File: src/rtl/wpot_pkg.sv
package wpot_pkg;
    localparam int unsigned DW = 8;
    localparam int unsigned AW = 2;

    typedef logic [DW-1:0] byte_t;
    typedef logic [AW-1:0] addr_t;

    localparam addr_t ADDR_POT  = 2'd0;
    localparam addr_t ADDR_SEL  = 2'd2;
    localparam byte_t MID_SCALE = 8'h80;
    localparam byte_t SEL_NV    = 8'h00;
    localparam byte_t SEL_VOL   = 8'h80;

    typedef struct packed {
        byte_t wiper;
        logic  sel_vol;
        logic  rd_valid;
        byte_t rd_data;
    } ctrl_state_t;
endpackage

File: src/rtl/wpot_nvm.sv
module wpot_nvm
    import wpot_pkg::*;
#(
    parameter byte_t       NV_INIT      = 8'h80,
    parameter int unsigned NV_WR_CYCLES = 6
) (
    input  logic  clk,
    input  logic  rst_n,
    input  logic  wr_en,
    input  byte_t wr_data,
    output byte_t nv_data,
    output logic  busy
);
    localparam int unsigned CW = $clog2(NV_WR_CYCLES + 1);

    typedef struct packed {
        byte_t         data;
        logic [CW-1:0] cnt;
    } nvm_state_t;

    nvm_state_t s_q, s_d;

    always_comb begin
        s_d = s_q;
        if (s_q.cnt != '0) begin
            s_d.cnt = s_q.cnt - 1'b1;
        end
        if (wr_en) begin
            s_d.data = wr_data;
            s_d.cnt  = CW'(NV_WR_CYCLES);
        end
    end

    always_ff @(posedge clk or negedge rst_n) begin
        if (!rst_n) begin
            s_q.data <= NV_INIT;
            s_q.cnt  <= '0;
        end else begin
            s_q <= s_d;
        end
    end

    assign nv_data = s_q.data;
    assign busy    = (s_q.cnt != '0);

    // a write only arrives while idle, and the count never exceeds its load value
    a_r4_write_when_idle: assert property (@(posedge clk) disable iff (!rst_n)
        wr_en |-> !busy);
    a_r4_count_bounded: assert property (@(posedge clk) disable iff (!rst_n)
        s_q.cnt <= CW'(NV_WR_CYCLES));
    a_r4_busy_after_write: assert property (@(posedge clk) disable iff (!rst_n)
        wr_en |=> (busy && nv_data == $past(wr_data)));
endmodule

File: src/rtl/wpot_powerup.sv
module wpot_powerup
    import wpot_pkg::*;
#(
    parameter int unsigned PU_CYCLES = 4
) (
    input  logic clk,
    input  logic rst_n,
    output logic busy,
    output logic load
);
    localparam int unsigned CW = $clog2(PU_CYCLES + 1);

    typedef struct packed {
        logic          busy;
        logic [CW-1:0] cnt;
    } pu_state_t;

    pu_state_t s_q, s_d;
    logic      last;

    assign last = s_q.busy && (s_q.cnt == CW'(PU_CYCLES - 1));

    always_comb begin
        s_d = s_q;
        if (s_q.busy) begin
            if (last) begin
                s_d.busy = 1'b0;
            end else begin
                s_d.cnt = s_q.cnt + 1'b1;
            end
        end
    end

    always_ff @(posedge clk or negedge rst_n) begin
        if (!rst_n) begin
            s_q.busy <= 1'b1;
            s_q.cnt  <= '0;
        end else begin
            s_q <= s_d;
        end
    end

    assign busy = s_q.busy;
    assign load = last;

    // once the sequence ends it never restarts without reset
    a_r2_no_restart: assert property (@(posedge clk) disable iff (!rst_n)
        !busy |=> !busy);
    a_r2_load_ends_busy: assert property (@(posedge clk) disable iff (!rst_n)
        load |=> !busy);
endmodule

File: src/rtl/wpot_ctrl.sv
module wpot_ctrl
    import wpot_pkg::*;
#(
    parameter byte_t       NV_INIT      = 8'h80,
    parameter int unsigned PU_CYCLES    = 4,
    parameter int unsigned NV_WR_CYCLES = 6
) (
    input  logic       clk,
    input  logic       rst_n,
    input  logic       req_valid,
    input  logic       req_write,
    input  logic [1:0] req_addr,
    input  logic [7:0] req_wdata,
    output logic       req_accept,
    output logic       rd_valid,
    output logic [7:0] rd_data,
    output logic [7:0] wiper_code,
    output logic       nv_busy,
    output logic       pwrup_busy
);
    ctrl_state_t s_q, s_d;

    logic  pu_load;
    logic  nv_wr;
    byte_t nv_data;

    wpot_powerup #(
        .PU_CYCLES(PU_CYCLES)
    ) u_pu (
        .clk  (clk),
        .rst_n(rst_n),
        .busy (pwrup_busy),
        .load (pu_load)
    );

    wpot_nvm #(
        .NV_INIT     (NV_INIT),
        .NV_WR_CYCLES(NV_WR_CYCLES)
    ) u_nvm (
        .clk    (clk),
        .rst_n  (rst_n),
        .wr_en  (nv_wr),
        .wr_data(req_wdata),
        .nv_data(nv_data),
        .busy   (nv_busy)
    );

    assign req_accept = req_valid && !pwrup_busy && !nv_busy;

    always_comb begin
        s_d          = s_q;
        s_d.rd_valid = 1'b0;
        nv_wr        = 1'b0;

        if (pu_load) begin
            s_d.wiper = nv_data;
        end

        if (req_accept) begin
            if (req_write) begin
                if (req_addr == ADDR_POT) begin
                    s_d.wiper = req_wdata;
                    nv_wr     = !s_q.sel_vol;
                end else if (req_addr == ADDR_SEL) begin
                    if (req_wdata == SEL_NV) begin
                        s_d.sel_vol = 1'b0;
                    end else if (req_wdata == SEL_VOL) begin
                        s_d.sel_vol = 1'b1;
                    end
                end
            end else begin
                s_d.rd_valid = 1'b1;
                if (req_addr == ADDR_POT) begin
                    s_d.rd_data = s_q.sel_vol ? s_q.wiper : nv_data;
                end else if (req_addr == ADDR_SEL) begin
                    s_d.rd_data = s_q.sel_vol ? SEL_VOL : SEL_NV;
                end else begin
                    s_d.rd_data = '0;
                end
            end
        end
    end

    always_ff @(posedge clk or negedge rst_n) begin
        if (!rst_n) begin
            s_q.wiper    <= MID_SCALE;
            s_q.sel_vol  <= 1'b0;
            s_q.rd_valid <= 1'b0;
            s_q.rd_data  <= '0;
        end else begin
            s_q <= s_d;
        end
    end

    assign wiper_code = s_q.wiper;
    assign rd_valid   = s_q.rd_valid;
    assign rd_data    = s_q.rd_data;

    // nothing is taken while either busy flag is up
    a_r9_refuse_busy: assert property (@(posedge clk) disable iff (!rst_n)
        (pwrup_busy || nv_busy) |-> !req_accept);
    // wiper matches the stored value when power-up completes
    a_r2_loaded: assert property (@(posedge clk) disable iff (!rst_n)
        $fell(pwrup_busy) |-> (wiper_code == nv_data));
    // read data appears exactly one cycle after an accepted read
    a_r3_rd_timing: assert property (@(posedge clk) disable iff (!rst_n)
        rd_valid |-> $past(req_accept && !req_write));
    // a shared write lands in both copies and starts the busy window
    a_r4_both_copies: assert property (@(posedge clk) disable iff (!rst_n)
        (req_accept && req_write && req_addr == ADDR_POT && !s_q.sel_vol)
        |=> (wiper_code == $past(req_wdata) && nv_data == $past(req_wdata) && nv_busy));
    // a wiper-only write leaves storage alone
    a_r6_nv_untouched: assert property (@(posedge clk) disable iff (!rst_n)
        (req_accept && req_write && req_addr == ADDR_POT && s_q.sel_vol)
        |=> ($stable(nv_data) && !nv_busy && wiper_code == $past(req_wdata)));
    // reserved writes change nothing
    a_r7_reserved_write: assert property (@(posedge clk) disable iff (!rst_n)
        (req_accept && req_write && req_addr[0])
        |=> ($stable(wiper_code) && $stable(nv_data) && $stable(s_q.sel_vol)));
    // reserved selector values are dropped
    a_r8_sel_filter: assert property (@(posedge clk) disable iff (!rst_n)
        (req_accept && req_write && req_addr == ADDR_SEL
         && req_wdata != SEL_NV && req_wdata != SEL_VOL) |=> $stable(s_q.sel_vol));
endmodule

File: config.mk
export PLATFORM = sky130hd
export DESIGN_NAME = wpot_ctrl
export DESIGN_NICKNAME = d
export VERILOG_FILES = /design/src/rtl/wpot_pkg.sv /design/src/rtl/wpot_nvm.sv /design/src/rtl/wpot_powerup.sv /design/src/rtl/wpot_ctrl.sv
export SDC_FILE = /design/constraint.sdc
export NUM_CORES = 1
export LEC_CHECK = 0
export BUFFER_PORTS_ARGS = -buffer_cell sky130_fd_sc_hd__buf_2
export CAP_MARGIN = 20
export CORE_UTILIZATION = 54
export CTS_CLUSTER_SIZE = 20
export DETAILED_ROUTE_END_ITERATION = 8
export HOLD_SLACK_MARGIN = 0.15
export MAX_ROUTING_LAYER = met4
export PLACE_DENSITY = 0.78
export SLEW_MARGIN = 0
export SYNTH_ARGS = -nofsm -noshare
export SYNTH_HDL_FRONTEND = slang
export SYNTH_SLANG_ARGS = --single-unit
File: constraint.sdc
create_clock -name clk -period 2.4 [get_ports clk]
set_clock_uncertainty 0.05 [all_clocks]
set_input_delay 0.48 -clock clk [delete_from_list [all_inputs] [get_ports clk]]
set_output_delay 0.48 -clock clk [all_outputs]
set_load 0.03 [all_outputs]
* Word-level counts from Yosys, hierarchy flattened
Index checks and enable logic that the tools add are counted.
Widths: inputs -> output; s select.
** Operators by class
- Add/subtract/negate cells :: 2
- Reduce and logical (&&, ||, !) cells :: 14
- Mux-type cells :: 21
- Bitwise gates (word level) :: 3
- Equality and inequality tests :: 3
** Operator list (number)
- $mux 8 :: 6
- $mux 18 :: 1
- $mux 9 :: 2
- $mux 3 :: 3
- $eq 8x8->1 const B :: 1
- $logic_not 8->1 :: 1
- $mux 1 :: 8
- $reduce_and 5->1 :: 1
- $mux 4 :: 1
- $reduce_and 2->1 :: 2
- $reduce_bool 2->1 :: 2
- $add 3x1->3 const B :: 1
- $eq 3x2->1 const B :: 1
- $logic_and 1x1->1 :: 3
- $logic_not 1->1 :: 3
- $not 1->1 :: 3
- $reduce_bool 3->1 :: 1
- $sub 3x1->3 const B :: 1
- $eq 2x2->1 const B :: 1
- $logic_not 2->1 :: 1
** Storage, ports and cells
- Flip-flop bits (word level) :: 33
- Input port bits :: 14
- Logic and storage cells :: 51
- Output and inout bits :: 20

* Longest topological paths before layout
- Depth in word-level cells :: 7
- Gate-level depth with buffers :: 8
- Depth with buffers taken out :: 6

* Modules after synthesis
From an unflattened synthesis, not the netlist that was laid out.
** Second synthesis, totals
- Cell total of the unflattened synthesis :: 148
- Area, all modules :: 1790.5 um2
** Modules (own cells, without submodules)
- wpot_ctrl :: area each 1054.8 um2, times used 1, cells each 93, sequential area each 451.7 um2
- wpot_nvm :: area each 554.3 um2, times used 1, cells each 42, sequential area each 276.5 um2
- wpot_powerup :: area each 181.4 um2, times used 1, cells each 13, sequential area each 101.3 um2

* Least setup slack after synthesis
Ideal clock, no wire load.
- Path kind :: reg2reg
- From :: register u_pu.s_q[0] in the netlist's numbering
- To :: register s_q, in the netlist wiper_code[0]
- Period minus slack after synthesis :: 1.727 ns
- Cell stages (with the launch flop) :: 6
- Arrival time :: 1.552 ns
- Path buffers :: 0
- Data required time :: 2.225 ns
- Library setup time :: 0.125 ns
- Setup slack :: 0.673 ns
- Cells stage by stage :: dfrtp_1 -> ha_1 -> ha_1 -> nand2_1 -> mux2_2 -> mux2_2
** RTL lines
- start, declared :: line wpot_powerup.sv:18 : pu_state_t s_q, s_d;
- end, declared :: line wpot_ctrl.sv:21 : ctrl_state_t s_q, s_d;

* Final worst setup path
- From :: register u_nvm.s_q[0] in the netlist's numbering
- To :: output port req_accept
** Between the ends
- Word-level cells in the longest chain between the ends :: 3
** Ends and longest elaborated chain
- start, declared :: line wpot_nvm.sv:21 : nvm_state_t s_q, s_d;
- $reduce_bool 3->1 :: line wpot_nvm.sv:44 : assign busy = (s_q.cnt != '0);
- $logic_not 1->1 :: line wpot_ctrl.sv:48 : assign req_accept = req_valid && !pwrup_busy && !nv_busy;
- $logic_and 1x1->1 :: line wpot_ctrl.sv:48
- end, declared :: line wpot_ctrl.sv:14 : output logic req_accept,
Every way passes these cells.

==> results.json <==
{
  "finalWorstSetupSlack_ps": 157,
  "root_buffer": "clkbuf_4",
  "ys_seq_area_share_pct": 48.3,
  "ios": 34,
  "final_hold_viol_count": 0,
  "routabilityCongestion": 0.821,
  "netlist_area_mm2": 0.00172,
  "synth_edf_count": 0,
  "detailroute.via_count": 1097,
  "cts_buffer_depth": 2,
  "min_period_ps": 2240,
  "synth.area.mux_share_pct": 21.7,
  "finalNonFillerCells": 206,
  "maxSlewHeadroom_pct": 51.6,
  "required_ps": 1870,
  "first_pass_iters": 4,
  "n_antenna_cell": 0,
  "yosys.area_share.simple_pct": 7.87,
  "cts_inserted_buffers": 5,
  "wl_per_cell_um": 14.3,
  "max_freq_mhz": 446,
  "crit_path_start": "u_nvm.s_q[0]$_DFFE_PN0P_",
  "core_mm2": 0.00303,
  "setup_tns_ps": 0,
  "synthXorXnorAreaFrac_pct": 1.02,
  "maxCapViolCount": 0,
  "finalSetupViolations": 0,
  "layout_commonest_cell": "buf_2",
  "crit_fanout": 9,
  "final_layout_size_suffix_gt1_share_pct": 44.4,
  "hold_class": "primary input to register",
  "htree_levels": 2,
  "grt-ovfl-total": 0,
  "wirelength_um": 2950,
  "dp_hpwl_um": 2140,
  "async_flop_share_pct": 100,
  "synthCells": 141,
  "die_h_um": 58.4,
  "drt_iter0_markers": 37,
  "yosys_most_used_dff": "dfrtp_1",
  "grt_max_degree": 34,
  "worst_ep_arrival_time_ps": 1710,
  "clkLatencyLatePin_ps": 340,
  "fillCellCount": 263,
  "drt-vias-per-instance": 5.33,
  "worstMarginPinSlew_ps": 726,
  "ant_nets": 0,
  "cp-start-kind": "register",
  "finalCritPeriodShare_pct": 93.5,
  "dp.cells": 197,
  "synth_cell_types": 27,
  "rows": 20,
  "grt_usage_pct": 20.5,
  "critical_path.endpoint_type": "primary output",
  "route.detailed.drc": 0,
  "fin_nets": 179,
  "syn_to_final_growth_pct": 8.09,
  "final_max_slew_viol_count": 0,
  "powerDensity_mw_per_mm2": 1010,
  "syn_nets": 159,
  "regToRegStartpoint": "u_pu.s_q[0]$_DFFE_PN0P_",
  "fp.dieW_um": 58.4,
  "status": "complete, no violations",
  "yosysWarningCount": 0,
  "synth-seq-cells": 33,
  "cts_tree": "yes",
  "synth-compound-area-share_pct": 7.65,
  "synth_top_family_by_area": "multiplexers",
  "ir_drop_v": 0.000533,
  "antenna_found_initial": 0,
  "most-common-layout-cells": "buf_2 (33), dfrtp_1 (30), mux2_2 (26)",
  "path_class": "register to primary output",
  "clkSinkCount": 33,
  "die_area_mm2": 0.00341,
  "grt_pass1_wl_um": 4840,
  "synthAdderAreaFrac_pct": 2.92,
  "pre_cts_ws_ps": 417,
  "start_util_pct": 56.7,
  "grt_pass1_vias": 1029,
  "syn_avg_cell_area_um2": 12.2,
  "portBuffers": 33,
  "worstHoldStart": "req_addr[0]",
  "path_clk_slew_ps": 90,
  "leakagePower_nw": 0.895
}
registers in the layout, indices dropped and copies added (netlist names):
| register | count |
|---|---|
| s_q | 1 |
| rd_data | 8 |
| u_pu.s_q | 3 |
| u_pu.busy | 1 |
| u_nvm.nv_data | 8 |
| wiper_code | 8 |
| u_nvm.s_q | 3 |
| rd_valid | 1 |
metal layers:
metal / global-route usage [%] / share of wire (%) / wire length [µm] / vias up
li1: - / - / - / 521
met1: 26.4 / 47 / 1370 / 541
met2: 29.7 / 46 / 1370 / 28
met3: 4.62 / 5.0 / 147 / 7
met4: 12.2 / 2.1 / 62 / 0
met5: - / 0 / 0 / -
synth_stat cells (3+ instances only):
cell type / instances / area share, %
mux2_2: 26 / 17
inv_1: 7 / 1.5
nand2b_1: 3 / 1.1
o31ai_1: 8 / 3.5
nand2_1: 3 / 0.66
o21ai_0: 9 / 2.6
mux2i_1: 8 / 4.7
dfrtp_1: 30 / 44
nor2_1: 3 / 0.66
buf_4: 17 / 7.4
ha_1: 4 / 2.9
dfstp_2: 3 / 4.6
where the power goes:
group / internal (W) / total, W / switching, W
Clock: 0.000117 / 0.000293 / 0.000176
Combinational: 0.000302 / 0.000739 / 0.000438
Sequential: 0.000733 / 0.000833 / 0.000100
metrics by stage:
step                      hold slack, ps  utilization (%)  cell area (µm²)  power [W]
after floorplan                      134                -             1720    0.00150
after global placement               413             59.2             1790    0.00155
after detailed placement             428             59.2             1790    0.00158
after CTS                            305             61.1             1850    0.00188
after global routing                 298             61.3             1860    0.00199
final                                312             61.3             1860    0.00187
critical path, cell delays in order, from the launching register on:
cell	delay (ps)
dfrtp_1	370
inv_1	110
ha_1	230
nand4bb_2	280
inv_6	170
buf_2	210
kinds of logic after synthesis:
kind of cell               count (synthesis)
AOI/OAI and AO/OA                         21
DFF                                       33
buffers and inverters                     29
and+or+nand+nor                           18
xor gates and xnor gates                   2
muxes                                     34
adders and majority gates                  4
path summary, 6_finish.rpt:
kind | slack, ps | endpoint | depth (start not counted)
min in group asynchronous | 680 | rd_data[5]$_DFFE_PN0P_ | 2
max in group asynchronous | 1150 | u_nvm.nv_data[5]$_DFFE_PN0P_ | 2
worst max register to register | 490 | wiper_code[0]$_DFF_PN0_ | 5
worst max-delay path | 160 | req_accept | 5
worst min-delay path | 310 | rd_data[7]$_DFFE_PN0P_ | 2
worst min register to register | 440 | u_pu.s_q[2]$_DFFE_PN0P_ | 2
repair_timing:
item	4_1_cts	5_1_grt
setup endpoints to repair	0	1
hold buffers	1	0
resized for setup	0	1
endpoints found under the hold margin	1	0
setup buffers	0	0
layout make-up:
cell class | instances | area, µm² | share of cell area [%]
flip-flops and latches | 33 | 830 | 44.7
multi-input cells | 79 | 712 | 38.4
repair buffers | 34 | 175 | 9.44
well taps | 44 | 55.1 | 2.97
clock buffers | 8 | 48.8 | 2.63
inverters | 8 | 35.0 | 1.89
Note: power is estimated with default switching activity, not from simulation.
